==> config.mk <==
export PLATFORM = sky130hd
export DESIGN_NAME = sync_char_hunter
export DESIGN_NICKNAME = d
export VERILOG_FILES = /design/src/rtl/sync_hunt_pkg.sv /design/src/rtl/sync_window_match.sv /design/src/rtl/sync_char_framer.sv /design/src/rtl/sync_strip_ctl.sv /design/src/rtl/sync_char_hunter.sv
export SDC_FILE = /design/constraint.sdc
export NUM_CORES = 1
export LEC_CHECK = 0
export BUFFER_PORTS_ARGS = -buffer_cell sky130_fd_sc_hd__buf_4
export CAP_MARGIN = 5
export CORE_MARGIN = 4
export CORE_UTILIZATION = 45
export CTS_BUF_LIST = sky130_fd_sc_hd__clkbuf_8
export DETAILED_ROUTE_END_ITERATION = 7
export GPL_TIMING_DRIVEN = 0
export PLACE_DENSITY_LB_ADDON = 0.2
export SYNTH_ARGS = -nofsm -noshare
export SYNTH_HDL_FRONTEND = slang
export SYNTH_SLANG_ARGS = --single-unit
==> constraint.sdc <==
create_clock -name clk -period 7.3 [get_ports clk]
set_input_delay 1.46 -clock clk [delete_from_list [all_inputs] [get_ports clk]]
set_output_delay 1.46 -clock clk [all_outputs]
set_load 0.02 [all_outputs]
==> src/rtl/sync_hunt_pkg.sv <==
// Package: shared mode encoding for the sync hunter.
package sync_hunt_pkg;
    typedef enum logic [1:0] {
        SM_SINGLE = 2'b00,
        SM_DOUBLE = 2'b01,
        SM_EXT_A  = 2'b10,
        SM_EXT_B  = 2'b11
    } sync_mode_e;
endpackage

==> src/rtl/sync_window_match.sv <==
// Sliding history of received bits and pattern comparator.
// Assumes the newest bit enters at the top so that the last pat_len bits
// sit in the upper part of the window, earliest bit lowest.
module sync_window_match #(
    parameter int PAT_W = 16,
    localparam int PL_W = $clog2(PAT_W + 1)
) (
    input  logic             clk,
    input  logic             rst_n,
    input  logic             bit_en,
    input  logic             rx_bit,
    input  logic             hunt,
    input  logic [PAT_W-1:0] pattern,
    input  logic [PL_W-1:0]  pat_len,
    output logic [PAT_W-1:0] win_next,
    output logic             match
);
    logic [PAT_W-1:0] win;
    logic [PL_W-1:0]  fill;
    logic [PL_W:0]    fill_inc;
    logic [PAT_W-1:0] aligned;
    logic [PAT_W-1:0] mask;
    logic             enough;

    assign win_next = {rx_bit, win[PAT_W-1:1]};
    assign fill_inc = {1'b0, fill} + {{PL_W{1'b0}}, 1'b1};
    assign enough   = fill_inc >= {1'b0, pat_len};
    assign aligned  = win_next >> (PL_W'(PAT_W) - pat_len);

    // Build the compare mask for the active pattern width.
    always_comb begin
        for (int i = 0; i < PAT_W; i++) begin
            mask[i] = PL_W'(i) < pat_len;
        end
    end

    assign match = bit_en && !hunt && enough && (((aligned ^ pattern) & mask) == '0);

    // Shift the window on each bit enable.
    always_ff @(posedge clk) begin
        if (!rst_n) begin
            win <= '0;
        end else if (bit_en) begin
            win <= win_next;
        end
    end

    // Count bits received since reset or hunt, saturating at the window size.
    always_ff @(posedge clk) begin
        if (!rst_n || hunt) begin
            fill <= '0;
        end else if (bit_en && (fill != PL_W'(PAT_W))) begin
            fill <= fill + 1'b1;
        end
    end
endmodule

==> src/rtl/sync_char_framer.sv <==
// Cuts the serial stream into characters once synchronization is held.
// Assumes char_len lies between 1 and CHAR_W; restart realigns the bit count.
module sync_char_framer #(
    parameter int CHAR_W = 8,
    localparam int CNT_W = $clog2(CHAR_W),
    localparam int CL_W  = $clog2(CHAR_W + 1)
) (
    input  logic              clk,
    input  logic              rst_n,
    input  logic              bit_en,
    input  logic              rx_bit,
    input  logic              active,
    input  logic              restart,
    input  logic [CL_W-1:0]   char_len,
    output logic              done,
    output logic [CHAR_W-1:0] raw_char
);
    logic [CNT_W-1:0]  cnt;
    logic [CHAR_W-1:0] asm_bits;
    logic              at_last;

    assign at_last = ({1'b0, cnt} == (char_len - 1'b1));
    assign done    = active && bit_en && !restart && at_last;

    // Merge stored bits with the bit arriving now, zeros above it.
    always_comb begin
        for (int i = 0; i < CHAR_W; i++) begin
            if (CNT_W'(i) < cnt) begin
                raw_char[i] = asm_bits[i];
            end else if (CNT_W'(i) == cnt) begin
                raw_char[i] = rx_bit;
            end else begin
                raw_char[i] = 1'b0;
            end
        end
    end

    // Track the bit position inside the current character.
    always_ff @(posedge clk) begin
        if (!rst_n || restart) begin
            cnt <= '0;
        end else if (active && bit_en) begin
            cnt <= at_last ? '0 : cnt + 1'b1;
        end
    end

    // Store each received bit at its position.
    always_ff @(posedge clk) begin
        if (!rst_n) begin
            asm_bits <= '0;
        end else if (active && bit_en && !restart) begin
            asm_bits[cnt] <= rx_bit;
        end
    end
endmodule

==> src/rtl/sync_strip_ctl.sv <==
// Holds synchronization, remembers the sync character and drops leading
// copies of it. Assumes acquire inputs are only raised while hunting.
module sync_strip_ctl #(
    parameter int PAT_W  = 16,
    parameter int CHAR_W = 8,
    localparam int PL_W  = $clog2(PAT_W + 1)
) (
    input  logic              clk,
    input  logic              rst_n,
    input  logic              hunt,
    input  logic              acq_pat,
    input  logic              acq_ext,
    input  logic [PAT_W-1:0]  win_next,
    input  logic [PL_W-1:0]   char_len,
    input  logic              done,
    input  logic [CHAR_W-1:0] raw_char,
    output logic              in_sync,
    output logic              char_valid,
    output logic [CHAR_W-1:0] char_data
);
    logic [PAT_W-1:0] tail;
    logic [PAT_W-1:0] tail_mask;
    logic [PAT_W-1:0] sync_char;
    logic             leading;
    logic             is_sync;
    logic             emit;

    // Mask of the character-length tail of the matched window.
    always_comb begin
        for (int i = 0; i < PAT_W; i++) begin
            tail_mask[i] = PL_W'(i) < char_len;
        end
    end

    assign tail    = (win_next >> (PL_W'(PAT_W) - char_len)) & tail_mask;
    assign is_sync = ({{(PAT_W - CHAR_W){1'b0}}, raw_char} == sync_char);
    assign emit    = done && !(leading && is_sync);

    // Hold synchronization until a hunt command.
    always_ff @(posedge clk) begin
        if (!rst_n || hunt) begin
            in_sync <= 1'b0;
        end else if (acq_pat || acq_ext) begin
            in_sync <= 1'b1;
        end
    end

    // Capture the sync character and track the leading-sync phase.
    always_ff @(posedge clk) begin
        if (!rst_n) begin
            sync_char <= '0;
            leading   <= 1'b0;
        end else if (acq_pat) begin
            sync_char <= tail;
            leading   <= 1'b1;
        end else if (acq_ext || hunt || emit) begin
            leading   <= 1'b0;
        end
    end

    // Register delivered characters and their strobe.
    always_ff @(posedge clk) begin
        if (!rst_n) begin
            char_valid <= 1'b0;
            char_data  <= '0;
        end else begin
            char_valid <= emit;
            if (emit) begin
                char_data <= raw_char;
            end
        end
    end
endmodule

==> src/rtl/sync_char_hunter.sv <==
// Top: character synchronization for a bit-serial synchronous receiver.
// Assumes configuration inputs are stable while in_sync is held.
module sync_char_hunter
    import sync_hunt_pkg::*;
#(
    parameter int PAT_W      = 16,
    parameter int CHAR_W     = 8,
    parameter int SINGLE_NAR = 6,
    parameter int SINGLE_WID = 8,
    parameter int DOUBLE_NAR = 12,
    parameter int DOUBLE_WID = 16
) (
    input  logic              clk,
    input  logic              rst_n,
    input  logic              bit_en,
    input  logic              rx_bit,
    input  logic              ext_sync,
    input  logic              hunt,
    input  logic [PAT_W-1:0]  sync_pat,
    input  logic [1:0]        mode,
    input  logic              pat_wide,
    input  logic [1:0]        char_len,
    output logic              in_sync,
    output logic              char_valid,
    output logic [CHAR_W-1:0] char_data
);
    localparam int PL_W     = $clog2(PAT_W + 1);
    localparam int CL_W     = $clog2(CHAR_W + 1);
    localparam int MIN_CHAR = CHAR_W - 3;

    sync_mode_e        mode_e;
    logic [PL_W-1:0]   pat_len;
    logic [CL_W-1:0]   clen;
    logic [PAT_W-1:0]  win_next;
    logic              match;
    logic              use_ext;
    logic              acq_pat;
    logic              acq_ext;
    logic              done;
    logic [CHAR_W-1:0] raw_char;

    assign mode_e  = sync_mode_e'(mode);
    assign use_ext = (mode_e == SM_EXT_A) || (mode_e == SM_EXT_B);
    assign clen    = CL_W'(MIN_CHAR) + CL_W'(char_len);

    // Select the pattern width from mode and width choice.
    always_comb begin
        if (mode_e == SM_DOUBLE) begin
            pat_len = pat_wide ? PL_W'(DOUBLE_WID) : PL_W'(DOUBLE_NAR);
        end else begin
            pat_len = pat_wide ? PL_W'(SINGLE_WID) : PL_W'(SINGLE_NAR);
        end
    end

    assign acq_pat = match && !use_ext && !in_sync;
    assign acq_ext = use_ext && bit_en && ext_sync && !hunt && !in_sync;

    sync_window_match #(.PAT_W(PAT_W)) u_match (
        .clk      (clk),
        .rst_n    (rst_n),
        .bit_en   (bit_en),
        .rx_bit   (rx_bit),
        .hunt     (hunt),
        .pattern  (sync_pat),
        .pat_len  (pat_len),
        .win_next (win_next),
        .match    (match)
    );

    sync_char_framer #(.CHAR_W(CHAR_W)) u_framer (
        .clk      (clk),
        .rst_n    (rst_n),
        .bit_en   (bit_en),
        .rx_bit   (rx_bit),
        .active   (in_sync),
        .restart  (acq_pat || acq_ext || hunt),
        .char_len (clen),
        .done     (done),
        .raw_char (raw_char)
    );

    sync_strip_ctl #(.PAT_W(PAT_W), .CHAR_W(CHAR_W)) u_strip (
        .clk        (clk),
        .rst_n      (rst_n),
        .hunt       (hunt),
        .acq_pat    (acq_pat),
        .acq_ext    (acq_ext),
        .win_next   (win_next),
        .char_len   (PL_W'(clen)),
        .done       (done),
        .raw_char   (raw_char),
        .in_sync    (in_sync),
        .char_valid (char_valid),
        .char_data  (char_data)
    );
endmodule

After elaboration in Yosys (flattened, before gate mapping). Index checks and enable logic that the tools add are counted.

Register bits: 59. Input bits: 27. Output and inout bits: 10. Logic and storage cells: 134.

Add/sub/neg operators: 7. $lt $le $gt $ge: 43. Eq/ne operators: 13. Shifts and indexed selects: 2. Muxes and demuxes: 25. Bitwise gates (word level): 3. Reduce and logical (&&, ||, !) cells: 32.

Operator list (count): 4-bit by 5-bit < comparator with 1-bit output, first input constant (8); 16-bit bitwise AND (2); 4-bit < comparator, first input constant (8); 16-bit by 5-bit >> shifter with 16-bit output (2); 3-bit by 5-bit < comparator with 1-bit output, first input constant (4); 1-bit 2-to-1 mux (19); 8-bit by 16-bit == test with 1-bit output (1); 1-bit logical AND (16); 16-bit logical NOT (1); 3-bit by 4-bit < comparator with 1-bit output, first input constant (4); 16-bit XOR (1); 3-bit == test, first input constant (4); 3-bit < comparator, first input constant (4); 1-bit by 5-bit < comparator with 1-bit output, first input constant (2); 2-bit by 5-bit < comparator with 1-bit output, first input constant (2); 5-bit 2-to-1 mux (2); 8-bit bitwise mux (1); 1-bit by 4-bit < comparator with 1-bit output, first input constant (2); 2-bit by 4-bit < comparator with 1-bit output, first input constant (2); 1-bit logical OR (7); 5-bit by 1-bit adder with 6-bit output, second input constant (1); 2-bit by 3-bit == test with 1-bit output, first input constant (2); 6-bit by 5-bit >= comparator with 1-bit output (1); 1-bit logical NOT (6); 20 further kinds (23).

Logic depth before layout (Yosys ltp).
Depth in word-level cells: 19. Mapped depth: 14. Gate-level depth less buffers: 11.

By module. Synthesis repeated with hierarchy kept, for this count alone.

Cell total of the unflattened synthesis: 607. Area, all modules: 5281.3 um^2.

Modules (own cells, without submodules): sync_window_match (instances 1, cells an instance 274, area each 2348.5 um^2, sequential area each 400.4 um^2); sync_strip_ctl (instances 1, cells an instance 231, area each 2104.5 um^2, sequential area each 540.5 um^2); sync_char_framer (instances 1, cells an instance 89, area each 735.7 um^2, sequential area each 200.2 um^2); sync_char_hunter (instances 1, cells an instance 13, area each 92.6 um^2, sequential area each 0.0 um^2).

Worst setup path before layout. Ideal clock, no wire load.

Path kind: input to register. From: input mode[1]. To: register u_strip.sync_char[7]. Setup time: 0.072 ns. Arrival: 4.162 ns. Required time: 7.228 ns. Path slack: 3.067 ns. Stages on the path: 13. Buffers on the path: 3. Cells stage by stage: nand2b_1 -> inv_1 -> ha_1 -> clkbuf_1 -> buf_2 -> mux2i_1 -> nand2_1 -> nand3_1 -> o21ai_0 -> or4_4 -> nor4_4 -> buf_6 -> mux2i_1.

Longest elaborated chain between the ends: 10. Elaborated cells on any way between the ends: 32. Those cells by class: add/sub (1); order compare (17); eq/ne (3); shift (1); mux (1); bitwise (2); reduce/logical (7).

RTL lines: from (decl) (line sync_char_hunter.sv:20) `input logic [1:0] mode,`; 2-bit by 1-bit == test with 1-bit output (line sync_char_hunter.sv:48) `if (mode_e == SM_DOUBLE) begin`; 5-bit 2-to-1 mux (line sync_char_hunter.sv:48); 5-bit subtractor (line sync_window_match.sv:28) `assign aligned = win_next >> (PL_W'(PAT_W) - pat_len);`; 16-bit by 5-bit >> shifter with 16-bit output (line sync_window_match.sv:28); 16-bit XOR (line sync_window_match.sv:37) `assign match = bit_en && !hunt && enough && (((aligned ^ pattern) & mask) == '0);`; 16-bit bitwise AND (line sync_window_match.sv:37); 16-bit logical NOT (line sync_window_match.sv:37); 1-bit logical AND (line sync_window_match.sv:37); 1-bit logical AND (*) (2 in a row) (line sync_char_hunter.sv:55) `assign acq_pat = match && !use_ext && !in_sync;`; to (signal assigned) (line sync_strip_ctl.sv:54) `sync_char <= tail;`; to (decl) (line sync_strip_ctl.sv:23) `logic [PAT_W-1:0] sync_char;`.

Every way passes the cells marked *; elsewhere a longest branch is shown, timed or not. A chain may end at the register's enable or synchronous reset.

Worst setup path after layout.
From: input mode[1]. To: register u_strip.sync_char[6].

The elaborated chain is that of the path after synthesis.

==> results.json <==
{
  "worst_pin_slew_ps": 674,
  "crit_path_end_kind": "register",
  "synth_xor_xnor_area_share": 0.0713,
  "yosys_register_bits": 52,
  "routed_via_density": 5.54,
  "fin_util": 0.524,
  "syn_area_per_cell_um2": 8.91,
  "outcome": "completed",
  "required_ps": 7560,
  "die_height_um": 96.8,
  "drt-total-wl_um": 8300,
  "path_clk_slew_ps": 110,
  "cts_tree": "yes",
  "port_buffers": 34,
  "irDropWorstVdd_uv": 121,
  "root_buffer": "clkbuf_8",
  "synthArstFlopShare": 0,
  "num_vias": 3000,
  "grt_pass1_wl_um": 14100,
  "crit_arrival_ps": 4830,
  "p_leak_nw": 1.59,
  "fmax_ghz": 0.219,
  "seq_area_frac_synth": 0.294,
  "ant_nets": 0,
  "synth_top_family_by_area": "multiplexers",
  "drv_slew": 0,
  "cts_sinks": 52,
  "post_route_cells_drive_above_1_share": 0.155,
  "setup_viol": 0,
  "coreArea_um2": 7690,
  "ctsHoldBuffers": 0,
  "path_max_fanout": 10,
  "hold_viol_final": 0,
  "hp-class": "register to register",
  "critPathLaunchType": "input port",
  "rows": 32,
  "drc": 0,
  "area_delta_synth_final_pct": 13.5,
  "insertedDiodeCount": 0,
  "dieArea_um2": 9360,
  "synthDistinctLibCells": 56,
  "hpwl_um": 6380,
  "tns_ps": 0,
  "wire_per_inst_um": 15.3,
  "hold_ws_ps": 481,
  "synth_mux_area_frac": 0.217,
  "first_pass_iters": 4,
  "grt-ovfl-total": 0,
  "ctsLongestPathBuffers": 2,
  "synth_adder_area_share": 0.0635,
  "yosys.area_share.simple": 0.187,
  "synth_compound_area_frac": 0.113,
  "gp_congestion": 0.848,
  "cts_buffers": 5,
  "finalCritPeriodShare": 0.627,
  "cap_violations": 0,
  "grt_usage": 0.180,
  "final_nets": 484,
  "htreeDepth": 2,
  "ctsResizeCount": 0,
  "initial_core_util": 0.461,
  "yosysWarnings": 0,
  "final_cell_mix": "52 x dfxtp_1, 51 x mux2i_1, 48 x nor2_1",
  "crit_type": "input port to register",
  "worst_skew_pair.late_latency_ps": 320,
  "clock_skew_ps": 9.21,
  "rsz0062_at_grt": "no",
  "syn-instance-count": 398,
  "post_cts_buffers": 0,
  "totalPowerFinal_w": 0.000561,
  "period_needed_ps": 4580,
  "powerDensity_nw_per_um2": 139,
  "synth_flop_cell": "dfxtp_1",
  "die_w_um": 96.8,
  "synth_nets": 443,
  "grt_antenna_before_repair": 0,
  "synth-edff-count": 0,
  "drt_first_iter_violations": 166,
  "relSlewSlack": 0.551,
  "layout_commonest_cell": "dfxtp_1",
  "grt_max_degree": 19,
  "ios": 37,
  "grt_pass1_vias": 2898,
  "synth.cell_area_um2": 3550
}
## flip-flops by register name, indices dropped and copies added (netlist names)
name and cells:
u_strip.char_data 8, u_strip.leading 1, u_strip.sync_char 11, u_framer.cnt 3, u_strip.in_sync 1, u_strip.char_valid 1
u_match.fill 5, u_match.win 15, u_framer.asm_bits 7
## worst max-delay path, cell delays in order
cell and delay (ps):
buf_4 120, nand2b_1 230, inv_1 140, ha_1 160
clkbuf_1 310, buf_2 320, mux4_2 340, mux2i_1 190
xnor2_1 100, nor4_1 280, o2111ai_1 220, nor4_4 540
buf_6 240, mux2i_1 180
## power by group
group	internal, W	switching [W]	total (W)
Combinational	0.0000428	0.0000532	0.0000960
Sequential	0.000285	0.00000197	0.000287
Clock	0.0000707	0.000108	0.000179
## final timing paths
check | endpoint | cells after the start | startpoint | slack [ps]
max reg2reg | u_strip.sync_char[6]$_SDFFE_PN0P_ | 10 | u_match.win[15]$_SDFFE_PN0P_ | 4210
max | u_strip.sync_char[6]$_SDFFE_PN0P_ | 14 | mode[1] | 2720
min reg2reg | u_strip.sync_char[8]$_SDFFE_PN0P_ | 1 | u_strip.sync_char[8]$_SDFFE_PN0P_ | 480
min | u_strip.sync_char[8]$_SDFFE_PN0P_ | 1 | u_strip.sync_char[8]$_SDFFE_PN0P_ | 480
## logic make-up after synthesis
logic type | after synthesis
AND/OR/NAND/NOR | 135
multiplexers | 63
AO/OA/AOI/OAI | 59
flip-flops | 52
buffers and inverters | 43
XOR/XNOR | 28
adder cells (fa/ha/maj) | 18
## final cells by class
class,count,area (µm²)
Tap cell,102,128
Clock inverter,3,27.5
Clock buffer,5,68.8
Buffer,26,129
Fill cell,750,3660
Timing Repair Buffer,34,255
Sequential cell,52,1040
Inverter,17,63.8
Multi-Input combinational cell,303,2310
## metrics by stage
stage | area (µm²) | std cells | setup slack [ps]
3_5_place_dp | 3930 | 534 | 2400
3_3_place_gp | 3930 | 534 | 2460
2_1_floorplan | 3550 | 398 | 3070
4_1_cts | 4030 | 542 | 2730
5_1_grt | 4030 | 542 | 2490
6_report | 4030 | 542 | 2720
## cell usage after synthesis (4+ instances only)
cell / number / area [µm²]
nand2b_1: 4 / 25.0
xnor2_1: 14 / 123
mux4_2: 11 / 248
a21oi_1: 11 / 55.1
dfxtp_1: 52 / 1040
a211oi_1: 8 / 60.1
mux2i_1: 51 / 510
nor4_1: 4 / 25.0
clkbuf_1: 14 / 52.6
ha_1: 18 / 225
buf_2: 4 / 20.0
inv_1: 16 / 60.1
o21ai_0: 12 / 60.1
nand4_1: 6 / 37.5
nor3_1: 4 / 20.0
nand3_1: 8 / 40.0
xor2_1: 13 / 114
nor2_1: 48 / 180
nand2_1: 36 / 135
## metal layers
| metal | wire, µm | share of wire | track usage |
|---|---|---|---|
| met1 | 3920 | 0.47 | 0.241 |
| met2 | 4090 | 0.49 | 0.306 |
| met3 | 230 | 0.028 | 0.0274 |
| met4 | 67 | 0.0081 | 0.0378 |
| met5 | 0 | 0 | 0 |
(Power assumes the default switching activity.)
